`src/rtl/baudgen_pkg.sv`:
```
package baudgen_pkg;
  typedef enum logic [1:0] {
    MODE_DIV3   = 2'd0,  // divisor 0
    MODE_FOLLOW = 2'd1,  // divisor 1: inverted input clock
    MODE_HALF   = 2'd2,  // divisor 2
    MODE_WIDE   = 2'd3   // divisor >= 3
  } bg_mode_e;

  localparam int unsigned LOW_SPAN    = 2;  // low cycles in wide mode
  localparam int unsigned ZERO_PERIOD = 3;  // period for divisor 0
endpackage

```
`src/rtl/baudgen_latch.sv`:
```
module baudgen_latch #(
  parameter int unsigned BYTE_W = 8,
  parameter int unsigned NBYTES = 2,
  localparam int unsigned DIV_W = BYTE_W * NBYTES,
  localparam int unsigned SEL_W = (NBYTES > 1) ? $clog2(NBYTES) : 1
) (
  input  logic              clk_i,
  input  logic              rst_ni,
  input  logic              wr_en_i,
  input  logic [SEL_W-1:0]  wr_sel_i,
  input  logic [BYTE_W-1:0] wr_data_i,
  output logic [DIV_W-1:0]  div_o,
  output logic [DIV_W-1:0]  next_div_o
);
  for (genvar b = 0; b < NBYTES; b++) begin : g_byte
    logic [BYTE_W-1:0] q;
    logic              hit;
    assign hit = wr_en_i && (wr_sel_i == SEL_W'(b));

    always_ff @(posedge clk_i or negedge rst_ni) begin
      if (!rst_ni)  q <= '0;
      else if (hit) q <= wr_data_i;
    end

    assign div_o[b*BYTE_W +: BYTE_W]      = q;
    // value the divisor takes at this edge, used for the immediate reload
    assign next_div_o[b*BYTE_W +: BYTE_W] = hit ? wr_data_i : q;
  end
endmodule

```
`src/rtl/baudgen_counter.sv`:
```
module baudgen_counter #(
  parameter int unsigned DIV_W = 16
) (
  input  logic             clk_i,
  input  logic             rst_ni,
  input  logic             load_i,
  input  logic [DIV_W-1:0] load_val_i,
  input  logic [DIV_W-1:0] reload_val_i,
  output logic [DIV_W-1:0] cnt_o,
  output logic             run_o
);
  logic [DIV_W-1:0] cnt_q;
  logic             run_q;

  always_ff @(posedge clk_i or negedge rst_ni) begin
    if (!rst_ni) begin
      cnt_q <= '0;
      run_q <= 1'b0;
    end else if (load_i) begin
      cnt_q <= load_val_i;
      run_q <= 1'b1;
    end else if (run_q) begin
      cnt_q <= (cnt_q <= DIV_W'(1)) ? reload_val_i : cnt_q - DIV_W'(1);
    end
  end

  assign cnt_o = cnt_q;
  assign run_o = run_q;
endmodule

```
`src/rtl/baudgen_shaper.sv`:
```
module baudgen_shaper
  import baudgen_pkg::*;
#(
  parameter int unsigned DIV_W = 16
) (
  input  logic             clk_i,
  input  logic             run_i,
  input  bg_mode_e         mode_i,
  input  logic [DIV_W-1:0] cnt_i,
  output logic             out_o
);
  logic last_one;
  logic last_span;

  assign last_one  = (cnt_i == DIV_W'(1));
  assign last_span = (cnt_i != '0) && (cnt_i <= DIV_W'(LOW_SPAN));

  always_comb begin
    if (!run_i) begin
      out_o = 1'b1;
    end else begin
      unique case (mode_i)
        MODE_FOLLOW: out_o = ~clk_i;
        MODE_WIDE:   out_o = ~last_span;
        default:     out_o = ~last_one;  // divisor 0 and 2
      endcase
    end
  end
endmodule

```
`src/rtl/baudgen.sv`:
```
module baudgen
  import baudgen_pkg::*;
#(
  parameter int unsigned BYTE_W = 8,
  parameter int unsigned NBYTES = 2,
  localparam int unsigned DIV_W = BYTE_W * NBYTES,
  localparam int unsigned SEL_W = (NBYTES > 1) ? $clog2(NBYTES) : 1
) (
  input  logic              clk_i,
  input  logic              rst_ni,
  input  logic              wr_en_i,
  input  logic [SEL_W-1:0]  wr_sel_i,
  input  logic [BYTE_W-1:0] wr_data_i,
  output logic              baud16_o
);
  logic [DIV_W-1:0] div_q;
  logic [DIV_W-1:0] next_div;
  logic [DIV_W-1:0] cnt_q;
  logic             run_q;
  bg_mode_e         mode;

  function automatic bg_mode_e mode_of(logic [DIV_W-1:0] d);
    if (d == '0)             return MODE_DIV3;
    else if (d == DIV_W'(1)) return MODE_FOLLOW;
    else if (d == DIV_W'(2)) return MODE_HALF;
    else                     return MODE_WIDE;
  endfunction

  function automatic logic [DIV_W-1:0] period_of(logic [DIV_W-1:0] d);
    return (d == '0) ? DIV_W'(ZERO_PERIOD) : d;
  endfunction

  baudgen_latch #(.BYTE_W(BYTE_W), .NBYTES(NBYTES)) i_latch (
    .clk_i      (clk_i),
    .rst_ni     (rst_ni),
    .wr_en_i    (wr_en_i),
    .wr_sel_i   (wr_sel_i),
    .wr_data_i  (wr_data_i),
    .div_o      (div_q),
    .next_div_o (next_div)
  );

  baudgen_counter #(.DIV_W(DIV_W)) i_counter (
    .clk_i        (clk_i),
    .rst_ni       (rst_ni),
    .load_i       (wr_en_i),
    .load_val_i   (period_of(next_div)),
    .reload_val_i (period_of(div_q)),
    .cnt_o        (cnt_q),
    .run_o        (run_q)
  );

  assign mode = mode_of(div_q);

  baudgen_shaper #(.DIV_W(DIV_W)) i_shaper (
    .clk_i  (clk_i),
    .run_i  (run_q),
    .mode_i (mode),
    .cnt_i  (cnt_q),
    .out_o  (baud16_o)
  );
endmodule

```
`config.mk`:
```
export PLATFORM = sky130hd
export DESIGN_NAME = baudgen
export DESIGN_NICKNAME = d
export VERILOG_FILES = /design/src/rtl/baudgen_pkg.sv /design/src/rtl/baudgen_latch.sv /design/src/rtl/baudgen_counter.sv /design/src/rtl/baudgen_shaper.sv /design/src/rtl/baudgen.sv
export SDC_FILE = /design/constraint.sdc
export NUM_CORES = 1
export LEC_CHECK = 0
export BUFFER_PORTS_ARGS = -buffer_cell sky130_fd_sc_hd__buf_2
export CAP_MARGIN = 20
export CORE_ASPECT_RATIO = 0.9
export CORE_MARGIN = 4
export CORE_UTILIZATION = 60
export CTS_CLUSTER_DIAMETER = 40
export DETAILED_ROUTE_END_ITERATION = 7
export PLACE_DENSITY = 0.79
export SKIP_LAST_GASP = 1
export SYNTH_ARGS = -nofsm -noshare
export SYNTH_HDL_FRONTEND = slang
export SYNTH_HIERARCHICAL = 1
export SYNTH_SLANG_ARGS = --single-unit
```
`constraint.sdc`:
```
create_clock -name clk_i -period 2.15 [get_ports clk_i]
set_input_delay 0 -clock clk_i [delete_from_list [all_inputs] [get_ports clk_i]]
set_output_delay 0 -clock clk_i [all_outputs]
set_load 0.02 [all_outputs]
```
### After elaboration in Yosys (flattened, before gate mapping)

Index checks and enable logic that the tools add are counted.

| storage, ports and cells | value |
|---|---|
| word-level logic and storage cells | 35 |
| bits in registers | 33 |
| input bits | 12 |
| output and inout bits | 1 |

| cells by class | value |
|---|---|
| eq/ne operators | 5 |
| order comparisons | 2 |
| bitwise logic cells | 4 |
| $add $sub $neg | 1 |
| mux-type cells | 12 |
| reductions and logical operators | 7 |

Operators by type and width:

| cell | count |
|---|---|
| 2-to-1 mux 16 bit | 5 |
| == test 16 x 1 -> 1 bit, second input constant | 2 |
| logical NOT 16 bit | 2 |
| == test 16 x 2 -> 1 bit, second input constant | 1 |
| <= comparator 16 x 1 -> 1 bit, second input constant | 1 |
| <= comparator 16 x 2 -> 1 bit, second input constant | 1 |
| 2-to-1 mux 8 bit | 2 |
| nonzero test 16 bit | 1 |
| subtractor 16 x 1 -> 16 bit, second input constant | 1 |
| 2-to-1 mux 2 bit | 2 |
| inverter 1 bit | 4 |
| logical AND 1 bit | 3 |
| == test 2 x 1 -> 1 bit, second input constant | 1 |
| == test 2 bit, second input constant | 1 |
| 2-to-1 mux 1 bit | 2 |
| case mux 1 bit (2 select lines) | 1 |
| nonzero test 2 bit | 1 |

### Depth between registers and ports, before layout

| logic depth | value |
|---|---|
| word-level depth | 7 |
| gate-level depth with buffers | 7 |
| mapped depth without buffers | 7 |

### Hierarchy

The synthesis kept the hierarchy.

Modules (own cells, without submodules):

| module | instances | area each (um^2) | cells an instance | seq. area each (um^2) |
|---|---|---|---|---|
| baudgen_counter | 1 | 1317.5 | 161 | 425.4 |
| baudgen_latch | 1 | 641.9 | 35 | 400.4 |
| baudgen | 1 | 231.5 | 45 | 0.0 |
| baudgen_shaper | 1 | 83.8 | 12 | 0.0 |

==> impl_metrics.env <==
export IMPL_placement_io_buffers=12
export IMPL_track_usage=0.293
export IMPL_netlist_instances=253
export IMPL_dr_pass1_iters=4
export IMPL_p_leak_uw=0.00113
export IMPL_chipHeight_um=66.4
export IMPL_final_min_period_over_clock_period=0.983
export IMPL_synth_top_family_by_area="simple AND/OR/NAND/NOR gates"
export IMPL_hold_path_startpoint="wr_sel_i"
export IMPL_chipWidth_um=72.9
export IMPL_worst_r2r_startpoint="i_counter/cnt_o[4]$_DFFE_PN0P_"
export IMPL_synthAdderAreaFrac=0.0110
export IMPL_ios=13
export IMPL_synth_simple_gate_area_share=0.215
export IMPL_worst_skew_late_latency_ns=0.41
export IMPL_synth_compound_area_frac=0.178
export IMPL_critPathSlowestCell="sky130_fd_sc_hd__or4_4"
export IMPL_worst_hold_path_num_cells=3
export IMPL_worst_clock_skew_ns=0.0131
export IMPL_final_common_cell="sky130_fd_sc_hd__dfrtp_1"
export IMPL_syn_nets=267
export IMPL_grt_pass1_wl_um=10300
export IMPL_avgRoutedWirePerCell_um=20.6
export IMPL_setup_worst_path_start_class="register"
export IMPL_grt_overflow=0
export IMPL_synth_edff_count=0
export IMPL_final_antenna_net_count=0
export IMPL_synthXorXnorAreaFrac=0.0308
export IMPL_detail_route_vias_per_cell=6.95
export IMPL_unique_masters_post_synth=49
export IMPL_finalSetupViolations=0
export IMPL_setup_repair_after_global_routing_missed_its_margin="yes"
export IMPL_predominant_post_synthesis_flop_cell="sky130_fd_sc_hd__dfrtp_1"
export IMPL_antenna_cells_inserted=0
export IMPL_cts_tree="done"
export IMPL_critical_path_class="register to register"
export IMPL_layout_nets=277
export IMPL_placementRows=20
export IMPL_synth_sequential_area_ratio=0.363
export IMPL_place_hpwl_um=4330
export IMPL_worstPathArrival_ns=2.39
export IMPL_finalCriticalPeriod_ns=2.11
export IMPL_timing_fmax_mhz=473
export IMPL_vias=2142
export IMPL_crit_start="i_counter/cnt_o[4]$_DFFE_PN0P_"
export IMPL_cp_end_kind="register"
export IMPL_grt_start_max_net_pins=37
export IMPL_cp_num_cells=6
export IMPL_synthesized_area_per_cell_um2=8.99
export IMPL_dp_cells=285
export IMPL_initial_utilization=0.649
export IMPL_number_of_maximum_capacitance_violations=0
export IMPL_cp_buffers_inverters=1
export IMPL_share_of_flip_flops_with_an_asynchronous_set_or_reset_after_synthesis=1.00
export IMPL_synth_mux_area_fraction=0.110
export IMPL_cell_depth_of_the_worst_flop_to_flop_path=6
export IMPL_mostFrequentLayoutCells="33 x sky130_fd_sc_hd__dfrtp_1, 22 x sky130_fd_sc_hd__o21ai_0, 18 x sky130_fd_sc_hd__buf_4"
export IMPL_status="finished clean"
export IMPL_powerDensity_nw_per_um2=855
export IMPL_fin_cells=308
export IMPL_first_global_vias=2039
export IMPL_worstMarginPinSlew_ns=0.733
export IMPL_holdCritPathClass="primary input to register"
export IMPL_syn_area_um2=2270
export IMPL_coreArea_um2=3500
export IMPL_area_growth_syn_to_layout_pct=16.7
export IMPL_vdd_drop_max_uv=564
export IMPL_finalMaxSlewViolations=0
export IMPL_timing_max_slew_rel_slack=0.511
export IMPL_drc_errors=0
export IMPL_timing_final_hold_violations=0
export IMPL_post_route_worst_hold_slack_ns=0.124
export IMPL_number_of_synthesized_register_bits=33
export IMPL_drt_initial_drc_count=259
export IMPL_timing_critical_path_required_ns=2.43
export IMPL_antenna_violations_before_repair=0
export IMPL_clkTransAtPathRegs_ns=0.08
export IMPL_yosys_warnings=6
export IMPL_timing_critical_path_cells="or4_4 > nor3_4 > buf_12 > nand2_4 > o21ai_0 > o21ai_0"
export IMPL_routed_wl_um=6340
export IMPL_critPathTopFamily="simple AND/OR/NAND/NOR gates"
export IMPL_worst_path_most_repeated_cell="sky130_fd_sc_hd__o21ai_0"
export IMPL_cp_max_fo=14
export IMPL_fp_dieArea_um2=4840
export IMPL_gp_congestion=1.02
export IMPL_layout_drive_gt1_share=0.295
export IMPL_cp_slowest_stage_delay_ns=0.59
## cell usage after synthesis (5+ instances only)
cell	number	area share
sky130_fd_sc_hd__mux2_2	8	0.040
sky130_fd_sc_hd__mux2_4	8	0.053
sky130_fd_sc_hd__inv_1	8	0.013
sky130_fd_sc_hd__nor3_1	12	0.026
sky130_fd_sc_hd__clkbuf_1	34	0.056
sky130_fd_sc_hd__o21ai_0	22	0.048
sky130_fd_sc_hd__xnor2_1	5	0.019
sky130_fd_sc_hd__nand2_1	7	0.012
sky130_fd_sc_hd__nor4_1	10	0.028
sky130_fd_sc_hd__a21oi_1	17	0.037
sky130_fd_sc_hd__dfrtp_1	33	0.36
sky130_fd_sc_hd__nor3b_1	13	0.043
sky130_fd_sc_hd__nor2_1	10	0.017
## sequential cells by signal (all words and copies together) (netlist names)
register          cells
i_counter/cnt_o      16
i_counter/run_o       1
i_latch/g_byte.q     16
## metal layers
layer	part of all wire	GRT usage
met1	0.39	0.383
met2	0.46	0.427
met3	0.097	0.0836
met4	0.052	0.175
met5	0	0
## layout make-up
class | count | area [um^2]
clock buffer | 9 | 115
clock inverter | 3 | 46.3
fill | 238 | 848
inverter | 8 | 30.0
multi-input combinational | 172 | 1280
sequential | 33 | 826
tap | 44 | 55.1
timing repair buffer | 39 | 300
## power breakdown
| group | switching, uW | internal, uW | total (uW) |
|---|---|---|---|
| registers | 152 | 724 | 876 |
| clock network | 291 | 471 | 762 |
| logic | 325 | 307 | 633 |
| total | 769 | 1500 | 2270 |
## path summary, 6_finish.rpt
kind	endpoint	slack [ns]
min in group asynchronous	i_latch/g_byte[0].q[3]$_DFF_PN0_	0.18
worst min register to register	i_latch/g_byte[0].q[0]$_DFF_PN0_	0.59
worst max-delay path	i_counter/cnt_o[12]$_DFFE_PN0P_	0.04
worst max register to register	i_counter/cnt_o[12]$_DFFE_PN0P_	0.04
max in group asynchronous	i_counter/cnt_o[12]$_DFFE_PN0P_	1.49
worst min-delay path	i_latch/g_byte[1].q[3]$_DFF_PN0_	0.12
## repair_timing
item	in CTS	in global routing
setup buffers	0	3
endpoints found under the setup margin	2	15
hold endpoints to repair	52	0
hold buffers	9	0
pin swaps	0	3
gates resized for setup	1	6
## through the flow
stage                     cell area (um^2)   util  TNS (ns)  total power, uW  setup slack (ns)
after floorplan                       2270      -         0             1290             0.267
after global routing                  2660  0.758   -0.0939             2390           -0.0679
after detailed placement              2330  0.665         0             1450            0.0464
after global placement                2330  0.665         0             1430            0.0614
final                                 2660  0.758         0             2270            0.0370
after CTS                             2580  0.737         0             2220            0.0120
## worst min-delay path: cells and delay by family
| kind | cells | cell delay, ns |
|---|---|---|
| simple gates | 1 | 0.17 |
| buf+inv | 1 | 0.12 |
| mux | 1 | 0.21 |
## kinds of logic (layout without fill, tap and decap cells)
group | count (synthesis) | after routing
flip-flops | 33 | 33
buffers and inverters | 48 | 59
AO/OA/AOI/OAI | 65 | 65
XOR/XNOR | 8 | 8
AND/OR/NAND/NOR | 77 | 77
adder cells (fa/ha/maj) | 2 | 2
multiplexers | 20 | 20
Note: power is estimated with default switching activity, not from simulation.
